<file path="config.mk">
export PLATFORM = sky130hd
export DESIGN_NAME = board_test_sync
export DESIGN_NICKNAME = d
export VERILOG_FILES = /design/src/rtl/tsync_pkg.sv /design/src/rtl/tsync_ctrl.sv /design/src/rtl/tsync_datapath.sv /design/src/rtl/board_test_sync.sv
export SDC_FILE = /design/constraint.sdc
export NUM_CORES = 1
export LEC_CHECK = 0
export ABC_AREA = 1
export BUFFER_PORTS_ARGS = -buffer_cell sky130_fd_sc_hd__clkbuf_2
export CAP_MARGIN = 20
export CORE_MARGIN = 1
export CORE_UTILIZATION = 31
export CTS_BUF_LIST = sky130_fd_sc_hd__clkbuf_8
export DETAILED_ROUTE_END_ITERATION = 16
export HOLD_SLACK_MARGIN = 0.08
export PLACE_DENSITY = 0.45
export SLEW_MARGIN = 5
export SYNTH_ARGS = -nofsm -noshare
export SYNTH_HDL_FRONTEND = slang
export SYNTH_SLANG_ARGS = --single-unit
</file>
<file path="constraint.sdc">
create_clock -name clk -period 3.3 [get_ports clk]
set_input_delay 0.165 -clock clk [delete_from_list [all_inputs] [get_ports clk]]
set_output_delay 0.165 -clock clk [all_outputs]
set_load 0.02 [all_outputs]
</file>
<file path="src/rtl/tsync_pkg.sv">
package tsync_pkg;
  typedef enum logic [1:0] {ST_IDLE, ST_RUN, ST_FLUSH, ST_DONE} tsyncState_t;

  typedef struct packed {
    logic clearSig;
    logic loadExp;
    logic compress;
    logic compare;
    logic clearPass;
  } tsyncStrobe_t;
endpackage

</file>
<file path="src/rtl/tsync_ctrl.sv">
module tsync_ctrl
  import tsync_pkg::*;
#(
  parameter int CHAIN_LEN = 5,
  parameter int LEN_W     = 8,
  parameter int PAT_W     = 6
) (
  input  logic             clk,
  input  logic             rstN,
  input  logic             startReq,
  input  logic             abortReq,
  input  logic [LEN_W-1:0] lmaxIn,
  input  logic [PAT_W-1:0] patCountIn,
  output tsyncStrobe_t     strobe,
  output logic             shiftEn,
  output logic             pauseEn,
  output logic             updCapEn,
  output logic             busy,
  output logic             done
);
  localparam logic [LEN_W-1:0] L_VAL   = LEN_W'(CHAIN_LEN);
  localparam logic [PAT_W-1:0] PAT_ONE = PAT_W'(1);

  tsyncState_t      state;
  logic [LEN_W-1:0] cnt;
  logic [LEN_W-1:0] lmaxQ;
  logic [PAT_W-1:0] patLeft;
  logic             seenCap;
  logic             inWin;
  logic             launch;
  logic             lastFlush;

  always_comb begin
    inWin     = (state == ST_RUN) || (state == ST_FLUSH);
    shiftEn   = inWin && (cnt < L_VAL);
    updCapEn  = (state == ST_RUN) && (cnt == lmaxQ);
    pauseEn   = inWin && !shiftEn && !updCapEn;
    lastFlush = (state == ST_FLUSH) && (cnt == lmaxQ - 1'b1);
    busy      = inWin;
    done      = (state == ST_DONE);
    launch    = ((state == ST_IDLE) || (state == ST_DONE)) && startReq && !abortReq;

    strobe.clearSig  = launch;
    strobe.loadExp   = launch;
    strobe.clearPass = launch || abortReq;
    strobe.compress  = shiftEn && seenCap && !abortReq;
    strobe.compare   = lastFlush && !abortReq;
  end

  always_ff @(posedge clk or negedge rstN) begin
    if (!rstN) begin
      state   <= ST_IDLE;
      cnt     <= '0;
      lmaxQ   <= '0;
      patLeft <= '0;
      seenCap <= 1'b0;
    end else if (abortReq) begin
      state   <= ST_IDLE;
      cnt     <= '0;
      seenCap <= 1'b0;
    end else if (launch) begin
      state   <= (patCountIn != '0) ? ST_RUN : ST_FLUSH;
      cnt     <= '0;
      lmaxQ   <= lmaxIn;
      patLeft <= patCountIn;
      seenCap <= 1'b0;
    end else begin
      unique case (state)
        ST_RUN: begin
          if (updCapEn) begin
            cnt     <= '0;
            seenCap <= 1'b1;
            patLeft <= patLeft - 1'b1;
            if (patLeft == PAT_ONE) state <= ST_FLUSH;
          end else begin
            cnt <= cnt + 1'b1;
          end
        end
        ST_FLUSH: begin
          if (lastFlush) begin
            state <= ST_DONE;
            cnt   <= '0;
          end else begin
            cnt <= cnt + 1'b1;
          end
        end
        default: ;
      endcase
    end
  end

  AST_LMAX_RANGE: assert property (@(posedge clk) disable iff (!rstN)
    (startReq && !abortReq && !busy) |-> (lmaxIn >= L_VAL)) else $error("lmax below chain length");
  AST_SHIFT_START: assert property (@(posedge clk) disable iff (!rstN)
    (startReq && !abortReq && !busy) |=> shiftEn) else $error("no shift after start");
  AST_PHASE_EXCL: assert property (@(posedge clk) disable iff (!rstN)
    $onehot0({shiftEn, pauseEn, updCapEn})) else $error("phases overlap");
  AST_PAUSE_NO_SHIFT: assert property (@(posedge clk) disable iff (!rstN)
    (pauseEn && !abortReq) |=> !shiftEn) else $error("shift after pause");
  AST_ABORT_IDLE: assert property (@(posedge clk) disable iff (!rstN)
    abortReq |=> (!busy && !done)) else $error("abort not honoured");
endmodule

</file>
<file path="src/rtl/tsync_datapath.sv">
module tsync_datapath
  import tsync_pkg::*;
#(
  parameter int              SIG_W = 16,
  parameter logic [SIG_W-1:0] POLY = 16'h1021
) (
  input  logic             clk,
  input  logic             rstN,
  input  tsyncStrobe_t     strobe,
  input  logic             scanIn,
  input  logic [SIG_W-1:0] expSigIn,
  output logic             passOut
);
  logic [SIG_W-1:0] misr;
  logic [SIG_W-1:0] misrNext;
  logic [SIG_W-1:0] expQ;
  logic             passQ;

  always_comb begin
    misrNext = misr;
    if (strobe.compress)
      misrNext = {misr[SIG_W-2:0], 1'b0} ^ (misr[SIG_W-1] ? POLY : '0)
                 ^ {{(SIG_W-1){1'b0}}, scanIn};
  end

  always_ff @(posedge clk or negedge rstN) begin
    if (!rstN) begin
      misr  <= '0;
      expQ  <= '0;
      passQ <= 1'b0;
    end else begin
      misr <= strobe.clearSig ? '0 : misrNext;
      if (strobe.loadExp) expQ <= expSigIn;
      if (strobe.clearPass)    passQ <= 1'b0;
      else if (strobe.compare) passQ <= (misrNext == expQ);
    end
  end

  assign passOut = passQ;

  AST_PASS_CLEARED: assert property (@(posedge clk) disable iff (!rstN)
    strobe.clearPass |=> !passQ) else $error("pass not cleared");
  AST_SIG_CLEARED: assert property (@(posedge clk) disable iff (!rstN)
    strobe.clearSig |=> (misr == '0)) else $error("signature not cleared");
endmodule

</file>
<file path="src/rtl/board_test_sync.sv">
module board_test_sync
  import tsync_pkg::*;
#(
  parameter int CHAIN_LEN = 5,
  parameter int LEN_W     = 8,
  parameter int PAT_W     = 6,
  parameter int SIG_W     = 16
) (
  input  logic             clk,
  input  logic             rstN,
  input  logic             startReq,
  input  logic             abortReq,
  input  logic [LEN_W-1:0] lmaxIn,
  input  logic [PAT_W-1:0] patCountIn,
  input  logic [SIG_W-1:0] expSigIn,
  input  logic             scanIn,
  output logic [LEN_W-1:0] chainLenOut,
  output logic             shiftEn,
  output logic             pauseEn,
  output logic             updCapEn,
  output logic             busy,
  output logic             done,
  output logic             pass
);
  tsyncStrobe_t strobe;

  assign chainLenOut = LEN_W'(CHAIN_LEN);

  tsync_ctrl #(.CHAIN_LEN(CHAIN_LEN), .LEN_W(LEN_W), .PAT_W(PAT_W)) u_ctrl (
    .clk(clk), .rstN(rstN), .startReq(startReq), .abortReq(abortReq),
    .lmaxIn(lmaxIn), .patCountIn(patCountIn), .strobe(strobe),
    .shiftEn(shiftEn), .pauseEn(pauseEn), .updCapEn(updCapEn),
    .busy(busy), .done(done)
  );

  tsync_datapath #(.SIG_W(SIG_W), .POLY(SIG_W'(16'h1021))) u_dp (
    .clk(clk), .rstN(rstN), .strobe(strobe), .scanIn(scanIn),
    .expSigIn(expSigIn), .passOut(pass)
  );

  AST_PASS_NEEDS_DONE: assert property (@(posedge clk) disable iff (!rstN)
    pass |-> done) else $error("pass without done");
endmodule

</file>
==> flow_summary.toml, run 1 <==
[run_status]
status = "completed"

[synth]
ys_ff_latch = 58
synth_compound_area_share_pct = 9.50
synth_area_leaders = "dfrtp_1, nand2_1, inv_1, nand3_1, o21ai_0"
yosysWarnings = 0
synth-xor-area-share_pct = 3.16
synthAdderAreaFrac_pct = 3.12
muxShareOfSynthArea_pct = 0
synth_top_family_by_area = "simple AND/OR/NAND/NOR gates"
syn_avg_cell_area_um2 = 7.28
synth_simple_gate_area_share_pct = 32.9
synth.yosys.seq_area_share_pct = 40.2
synth_area_um2 = 3610
synth_top_area_cell = "dfrtp_1"
synth_cell_types = 38
syn_inst = 496
synth_top_area_share_pct = 40.2

[worst_setup_path]
critPathLaunchType = "register"
cp_max_fo = 24
rr_worst_depth = 17
end_kind = "register"
critPathArrivalTime_ns = 2.67
cp_data_required_time_ns = 3.57
cp-startpoint = "u_ctrl.cnt[1]"
regToRegSetupSlack_ns = 0.90
r2r_start = "u_ctrl.cnt[1]"
r2r_end = "u_dp.passOut"
critPathKind = "reg -> reg"
crit_end = "u_dp.passOut"

[clocking]
cts_setup_buffers = 0
cts.sinks = 58
root_buffer = "clkbuf_8"
insertion_delay_ns = 0.34
cts_tree = "built"
clk_pin_slew_worst_paths_ns = 0.07
cts_resized = 0
cts-htree-levels = 3
clockBufferDepth = 2
numCtsBuffers = 9
cts_hold_buffers = 28

[routing]
drt-vias-per-instance = 4.62
wl_mm = 8.75
drt_iter0_markers = 135
antenna_left = 0
drcViolationCount = 0
avgRoutedWirePerCell_um = 12.3
firstDrtPassIters = 4
vias = 3282

[placement]
place_inst = 666
place_ws_ns = 0.943
globalplace.congestion = 0.789
portBuffers = 40
post-dp-hpwl_mm = 6.24

[die]
core_region_area_um2 = 11400
die_area_um2 = 12100
fp.dieH_um = 110
rows = 39
start_util_pct = 31.7
ios = 49
dieWidth_um = 110

[global_route]
grt_usage_pct = 16.3
grt_overflow = 0
grt_pass1_vias = 3170
grt_start_max_net_pins = 55
antenna_found_initial = 0
grt_pass1_wl_mm = 15.0

[sta]
whs_ns = 0.160
fmaxAchievable_mhz = 417
hold_viol_final = 0
slew-limit-headroom_pct = 58.0
period_needed_ns = 2.40
rsz0062_at_grt = "false"
slew_viol_final = 0
post-route-period-util_pct = 72.6
finalSetupTns_ns = 0
tightestPinTransition_ns = 0.629
worst_slack_ns = 0.903
clock_skew_ns = 0.0136
setup_viol = 0

[power_and_ir_drop]
powerDensity_nw_per_um2 = 667
total_leakage_power_nw = 2.25
ir_worst_vdd_mv = 0.242

[run]
max-cap-violations = 0

[worst_hold_path]
hp-class = "in -> reg"

[layout]
final_cells = 710
diodes = 0
num-fill-cells = 1234
layout-area-overhead-vs-synth_pct = 20.9
drive_gt1_share_pct = 14.1
fin_nets = 606
==> per-stage QoR <==
step | util (%) | total power, mW | area (µm²)
2_1_floorplan | - | 1.98 | 3630
3_3_place_gp | 34.4 | 2.30 | 3910
3_5_place_dp | 34.4 | 2.31 | 3910
4_1_cts | 38.4 | 2.95 | 4360
5_1_grt | 38.4 | 3.19 | 4360
6_report | 38.4 | 2.91 | 4360
==> state kept, by name (all words and copies together) (netlist names) <==
signal / flops
u_dp.expQ: 16
u_dp.passOut: 1
u_ctrl.patLeft: 6
u_ctrl.seenCap: 1
u_ctrl.state: 2
u_ctrl.lmaxQ: 8
u_ctrl.cnt: 8
u_dp.misr: 16
==> placed cells by master, fill, tap and decap left out, types with 5 or more instances in the layout <==
| cell type | n |
|---|---|
| clkbuf_2 | 40 |
| o21ai_0 | 33 |
| xnor2_1 | 5 |
| ha_1 | 9 |
| conb_1 | 8 |
| dfrtp_1 | 58 |
| dlygate4sd3_1 | 28 |
| inv_1 | 61 |
| nand3_1 | 39 |
| a21oi_1 | 17 |
| clkbuf_8 | 10 |
| nor2_1 | 35 |
| nand2_1 | 148 |
| xor2_1 | 8 |
| nand4_1 | 22 |
==> worst max-delay path, cell delays in order (launching register included) <==
cell and delay, ns:
dfrtp_1 0.42, inv_1 0.14, ha_1 0.17, inv_1 0.04
nand2_1 0.04, nand2_1 0.09, nor2_4 0.08, buf_4 0.26
nand3_4 0.30, nand2_1 0.19, nand2_1 0.08, nand2_1 0.06
nand2_1 0.05, inv_1 0.04, nand3_1 0.05, nor2_1 0.16
nand3_1 0.10, nand2_1 0.06
==> layout make-up <==
type                    count  area (µm²)  area share (%)
clock buffers              10         138            3.16
clock inverters             6        33.8           0.775
inverters                  63         236            5.42
multi-input cells         357        1790            41.1
flip-flops and latches     58        1450            33.3
well taps                 143         179            4.10
repair buffers             73         531            12.2
==> metal layers <==
layer  track usage (%)  vias up  share of wire [%]
met2              26.3       46                 47
met1              21.3     1513                 49
met4              6.67        0                1.6
met5                 0        -                  0
li1                  -     1711                  -
met3              3.44       12                2.9
==> worst min-delay path by stage <==
stage	from	endpoint	slack (ns)	cells after the start
2_1_floorplan	rstN	u_ctrl.cnt[0]	-0.13	0
6_report	patCountIn[1]	u_ctrl.patLeft[1]	0.16	3
3_5_place_dp	rstN	u_ctrl.patLeft[3]	0.21	1
4_1_cts	patCountIn[1]	u_ctrl.patLeft[1]	0.14	3
3_3_place_gp	rstN	u_ctrl.patLeft[3]	0.22	1
5_1_grt	patCountIn[1]	u_ctrl.patLeft[1]	0.17	3
==> where the power goes <==
group	internal (mW)	switching, mW
logic	0.450	0.809
registers	0.913	0.148
clock network	0.286	0.301
==> cells by family after synthesis <==
group / Yosys count
DFF: 58
AOI/OAI and AO/OA: 61
adders and majority gates: 9
xor gates and xnor gates: 13
buffers and inverters: 87
other: 2
and+or+nand+nor: 266
==> cells in the mapped netlist <==
cell / count
buf_4: 10
nand4_2: 1
o211ai_2: 1
nor2_4: 1
dfrtp_1: 58
a211oi_1: 1
o21ai_2: 1
a31oi_1: 3
nand3_2: 2
xnor2_1: 5
nor3_1: 4
o211ai_1: 2
o21ai_4: 1
nand4_1: 22
o21ai_0: 33
a21oi_1: 17
nor4_1: 1
and3_1: 1
or2_2: 2
a22oi_1: 1
nand3_1: 39
nor2_1: 36
nor3b_1: 1
buf_2: 6
clkbuf_1: 5
o22ai_1: 1
xor2_1: 8
buf_6: 3
nor2_2: 2
nand2_2: 3
inv_2: 3
conb_1: 2
nand3_4: 1
nand3b_1: 1
nand2_1: 148
ha_1: 9
inv_1: 60
nor3_2: 1
(Power assumes the default switching activity.)
==> inputs of run 2 (changes only) <==
--- a/config.mk
+++ b/config.mk
@@ -13,7 +13,7 @@
 export CTS_BUF_LIST = sky130_fd_sc_hd__clkbuf_8
 export DETAILED_ROUTE_END_ITERATION = 16
 export HOLD_SLACK_MARGIN = 0.08
-export PLACE_DENSITY = 0.45
+export PLACE_DENSITY = 0.47
 export SLEW_MARGIN = 5
 export SYNTH_ARGS = -nofsm -noshare
 export SYNTH_HDL_FRONTEND = slang
==> constraint.sdc (replaced) <==
create_clock -name clk -period 2.02 [get_ports clk]
set_input_delay 0.101 -clock clk [delete_from_list [all_inputs] [get_ports clk]]
set_output_delay 0.101 -clock clk [all_outputs]
set_load 0.02 [all_outputs]
==> run 2 against run 1 <==
First-iteration DRC count is 36% higher. Critical path type unchanged. Sequential share of layout area shrank 3.7 points. Wire length grew 11%. Global-route usage increased by 0.67 points. Final area is 13% higher. Fmax up 20%.
==> flow_summary.toml, run 2 (same netlist as run 1, synthesis figures left out) <==
[global_route]
grt_pass1_vias = 3429
grt_overflow = 0
grt_usage_pct = 17.0
grt_pass1_wl_mm = 15.8
antenna_found_initial = 0
grt_start_max_net_pins = 48

[layout]
layout-area-overhead-vs-synth_pct = 36.1
layout_common_cells = "nand2_1, dfrtp_1, inv_1"
fin_nets = 642
layout_commonest_cell = "nand2_1"
diodes = 0
final_cells = 746
drive_gt1_share_pct = 23.1
design_area_um2 = 4910
largestRegisters = "u_dp.expQ: 16 flops, u_dp.misr: 16 flops"

[sta]
worst_slack_ns = 0.0304
whs_ns = 0.112
setup_viol = 0
clock_skew_ns = 0.00558
rsz0062_at_grt = "true"
fmaxAchievable_mhz = 503
slew_viol_final = 0
period_needed_ns = 1.99
hold_viol_final = 0
post-route-period-util_pct = 98.5

[power_and_ir_drop]
sw_frac_of_total_pct = 39.3
total_leakage_power_nw = 2.52
power.switching_mw = 2.19
p_int_mw = 3.39
combPwrFrac_pct = 44.7
ir_worst_vdd_mv = 0.583
p_seq_share_pct = 30.7
powerDensity_nw_per_um2 = 1140
clkPwrFrac_pct = 24.6

[clocking]
clk_pin_slew_worst_paths_ns = 0.07
numCtsBuffers = 9
clockBufferDepth = 2
root_buffer = "clkbuf_8"
insertion_delay_ns = 0.34
cts.sinks = 58
cts_tree = "built"
cts-htree-levels = 3

[routing]
firstDrtPassIters = 6
drt-vias-per-instance = 4.71
wl_mm = 9.75
vias = 3515
avgRoutedWirePerCell_um = 13.1
antenna_left = 0
drt_iter0_markers = 184
drcViolationCount = 0

[placement]
portBuffers = 40
post-dp-hpwl_mm = 6.65
place_inst = 684
globalplace.congestion = 0.775
place_ws_ns = 0.0838
post_dp_cell_area_um2 = 4070

[die]
rows = 39
start_util_pct = 31.7
dieWidth_um = 110
core_region_area_um2 = 11400
die_area_um2 = 12100
fp.dieH_um = 110
ios = 49

[worst_setup_path]
end_kind = "register"
critPathKind = "reg -> reg"
cp_max_fo = 9
critPathArrivalTime_ns = 2.22
critPathLaunchType = "register"
rr_worst_depth = 17
cp_data_required_time_ns = 2.25

[worst_hold_path]
hold_depth = 5
hp-class = "in -> reg"

[run_status]
status = "completed"

[run]
max-cap-violations = 0
run 2: final timing paths:
kind	start	endpoint	slack, ns
max reg2reg	u_ctrl.cnt[1]	u_dp.passOut	0.03
max in group asynchronous	rstN	u_dp.expQ[5]	1.05
min in group asynchronous	rstN	u_ctrl.patLeft[4]	0.22
min reg2reg	u_ctrl.lmaxQ[7]	u_ctrl.lmaxQ[7]	0.50
min	patCountIn[0]	u_ctrl.patLeft[0]	0.11
max	u_ctrl.cnt[1]	u_dp.passOut	0.03
run 2: per-layer routing:
metal	GRT usage [%]	part of all wire (%)	vias up
li1	-	-	1788
met1	20.8	46	1657
met2	29.6	50	62
met3	3.79	3.4	8
met4	5.14	1.0	0
met5	0	0	-
run 2: worst max-delay path, stage by stage (launching register included):
cell       delay [ns]
dfrtp_1          0.39
inv_2            0.08
ha_4             0.13
inv_2            0.03
nand2_2          0.05
nand2_2          0.07
nor2_4           0.17
nand3_4          0.13
buf_6            0.16
clkbuf_16        0.15
nand2_1          0.06
nand3_1          0.07
nand2_1          0.09
nor2_2           0.05
nand2_1          0.07
nor2_1           0.04
nand3_1          0.08
nand2_1          0.05
run 2: cell type report:
cell class              instances  area, µm²
flip-flops and latches         58       1450
repair buffers                109        918
well taps                     143        179
clock buffers                  11        151
clock inverters                 5        100
multi-input cells             357       1870
fillers                      1183       6460
inverters                      63        236
run 2: per-stage QoR:
stage                     utilization [%]  power [mW]  setup TNS [ns]
after global routing                 43.2        6.06          -0.182
after floorplan                         -        3.24               0
final                                43.2        5.59               0
after CTS                            40.7        5.46               0
after global placement               35.8        3.97               0
after detailed placement             35.8        3.99               0
run 2: power groups by stage:
stage          clock (mW)  combinational [mW]  sequential [mW]
2_1_floorplan           0                1.55             1.69
3_3_place_gp            0                2.24             1.72
3_5_place_dp            0                2.25             1.73
4_1_cts              1.42                2.32             1.71
5_1_grt              1.47                2.83             1.76
6_report             1.37                2.50             1.72
run 2: timing repair:
action / CTS / global route
pin swaps: 1 / 17
cloned: 0 / 4
hold endpoints to repair: 41 / 0
buffers inserted: 1 / 12
hold buffers: 29 / 0
resized for setup: 1 / 35
endpoints found under the setup margin: 2 / 7
==> inputs of run 3 (changes only) <==
--- a/config.mk
+++ b/config.mk
@@ -13,7 +13,7 @@
 export CTS_BUF_LIST = sky130_fd_sc_hd__clkbuf_8
 export DETAILED_ROUTE_END_ITERATION = 16
 export HOLD_SLACK_MARGIN = 0.08
-export PLACE_DENSITY = 0.47
+export PLACE_DENSITY = 0.45
 export SLEW_MARGIN = 5
 export SYNTH_ARGS = -nofsm -noshare
 export SYNTH_HDL_FRONTEND = slang
==> constraint.sdc (replaced) <==
create_clock -name clk -period 2 [get_ports clk]
set_input_delay 0.1 -clock clk [delete_from_list [all_inputs] [get_ports clk]]
set_output_delay 0.1 -clock clk [all_outputs]
set_load 0.02 [all_outputs]
==> run 3 against run 2 <==
First-iteration DRC count fell by 33%. Sequential cell count did not move. Via count fell by 0.65%. Clock-buffer cell count fell by 1. Fmax rose by 1.2%. Worst hold slack got worse by 0.0033 ns. Highest routed layer unchanged. Critical endpoint unchanged. Final cell count did not move. Clock power fell by 23%.
==> flow_summary.toml, run 3 (same netlist as run 1, synthesis figures left out) <==
[run_status]
status = "completed"

[routing]
drcViolationCount = 0
vias = 3492
drt_iter0_markers = 124
drt-vias-per-instance = 4.68
wl_mm = 9.61
antenna_left = 0
avgRoutedWirePerCell_um = 12.9
firstDrtPassIters = 4

[clocking]
insertion_delay_ns = 0.34
numCtsBuffers = 9
cts_tree = "built"
root_buffer = "clkbuf_8"
clk_pin_slew_worst_paths_ns = 0.06
clockBufferDepth = 2
cts.sinks = 58
cts-htree-levels = 3

[run]
max-cap-violations = 0

[worst_setup_path]
cp_slowest_stage_delay_ns = 0.38
critPathLaunchType = "register"
end_kind = "register"
cp_top_family = "simple AND/OR/NAND/NOR gates"
cp_max_fo = 5
critPathKind = "reg -> reg"
worst_path_max_delay_cell = "dfrtp_1"
crit_top_cell = "nand3_1"
critPathBufInv = 5
cp_data_required_time_ns = 2.23
critPathArrivalTime_ns = 2.20
worstPathCellList = "inv_2 -> ha_4 -> inv_2 -> nand2_2 -> nand2_2 -> nor2_4 -> buf_12 -> buf_4 -> nand4_1 -> buf_4 -> nand3_1 -> nand2_1 -> nand3_1 -> nor2_1 -> nand3_1 -> nand2_1"

[power_and_ir_drop]
total_leakage_power_nw = 2.46
combPwrFrac_pct = 47.9
p_int_mw = 3.13
sw_frac_of_total_pct = 41.7
ir_worst_vdd_mv = 0.550
clkPwrFrac_pct = 19.5
powerDensity_nw_per_um2 = 1110
p_seq_share_pct = 32.6
power.switching_mw = 2.24

[placement]
globalplace.congestion = 0.781
portBuffers = 40
post-dp-hpwl_mm = 6.31

[sta]
setup_viol = 0
fmaxAchievable_mhz = 509
slew-limit-headroom_pct = 61.8
clock_skew_ns = 0.00730
finalSetupTns_ns = 0
whs_ns = 0.108
slew_viol_final = 0
hold_viol_final = 0
rsz0062_at_grt = "true"
period_needed_ns = 1.97
tightestPinTransition_ns = 0.573
post-route-period-util_pct = 98.3

[global_route]
grt_pass1_wl_mm = 15.3
grtUsageMet3_pct = 5.10
grt_use_met1_pct = 20.7
antenna_found_initial = 0
grt_usage_pct = 16.8
grt_busiest_layer = "met2"
grt_start_max_net_pins = 59
grt_overflow = 0
met2_usage_pct = 28.1
grt_pass1_vias = 3267

[die]
rows = 39
start_util_pct = 31.7
dieWidth_um = 110
die_area_um2 = 12100
fp.dieH_um = 110
ios = 49
core_region_area_um2 = 11400

[layout]
num-fill-cells = 1199
multi_input_area_um2 = 1970
largestRegisters = "u_dp.expQ: 16 flops, u_dp.misr: 16 flops"
fin_nets = 643
layout_commonest_cell = "nand2_1"
diodes = 0
layout-area-overhead-vs-synth_pct = 34.3
seqCellArea_um2 = 1450
drive_gt1_share_pct = 23.2
layout_common_cells = "nand2_1, dfrtp_1, inv_1"

[worst_hold_path]
hp-class = "in -> reg"
run 3: final timing paths:
path                       cells past startpoint            start  slack [ns]           endpoint
setup / recovery                              16    u_ctrl.cnt[1]        0.03       u_dp.passOut
hold / removal                                 5    patCountIn[0]        0.11  u_ctrl.patLeft[0]
setup reg to reg                              16    u_ctrl.cnt[1]        0.03       u_dp.passOut
hold reg to reg                                2  u_ctrl.lmaxQ[7]        0.50    u_ctrl.lmaxQ[7]
max in group asynchronous                      3             rstN        1.41      u_ctrl.cnt[2]
min in group asynchronous                      3             rstN        0.30  u_ctrl.patLeft[3]
run 3: final cells by class:
type	instances	share of cell area (%)
clock inverters	5	0.981
well taps	143	3.69
inverters	63	4.93
flip-flops and latches	58	30.0
repair buffers	106	17.0
multi-input cells	361	40.6
clock buffers	10	2.84
run 3: per-layer routing:
metal,part of all wire (%),wire (µm),up-vias
met4,1.2,116,0
li1,-,-,1801
met1,47,4490,1638
met3,3.2,309,9
met5,0,0,-
met2,49,4690,44
run 3: through the flow:
stage | power, mW | instance area (µm²) | setup slack (ns) | std cells | utilization (%)
floorplan | 3.28 | 3640 | 0.197 | 502 | -
global placement | 4.00 | 4060 | 0.0177 | 684 | 35.7
detailed placement | 4.02 | 4060 | -0.0207 | 684 | 35.7
CTS | 5.18 | 4560 | 0.00189 | 730 | 40.1
global route | 5.88 | 4850 | -0.149 | 746 | 42.6
finish | 5.36 | 4850 | 0.0344 | 746 | 42.6
run 3: repair_timing:
item | 4_1_cts | 5_1_grt
resized for setup | 1 | 43
cloned | 1 | 4
hold endpoints to repair | 86 | 0
hold buffers | 29 | 0
setup endpoints to repair | 3 | 13
setup buffers | 1 | 12
pin swaps | 2 | 12
run 3: power by group through the flow:
stage | registers, mW | clock network (mW) | logic [mW]
2_1_floorplan | 1.71 | 0 | 1.57
3_5_place_dp | 1.76 | 0 | 2.26
4_1_cts | 1.74 | 1.10 | 2.33
5_1_grt | 1.79 | 1.15 | 2.94
3_3_place_gp | 1.75 | 0 | 2.25
6_report | 1.75 | 1.05 | 2.57
run 3: worst register-to-register path, cell delays in order (launching register included):
cell and delay, ns:
dfrtp_1 0.38, inv_2 0.09, ha_4 0.13, inv_2 0.03, nand2_2 0.05, nand2_2 0.08
nor2_4 0.17, buf_12 0.13, buf_4 0.14, nand4_1 0.11, buf_4 0.16, nand3_1 0.07
nand2_1 0.06, nand3_1 0.08, nor2_1 0.05, nand3_1 0.07, nand2_1 0.05
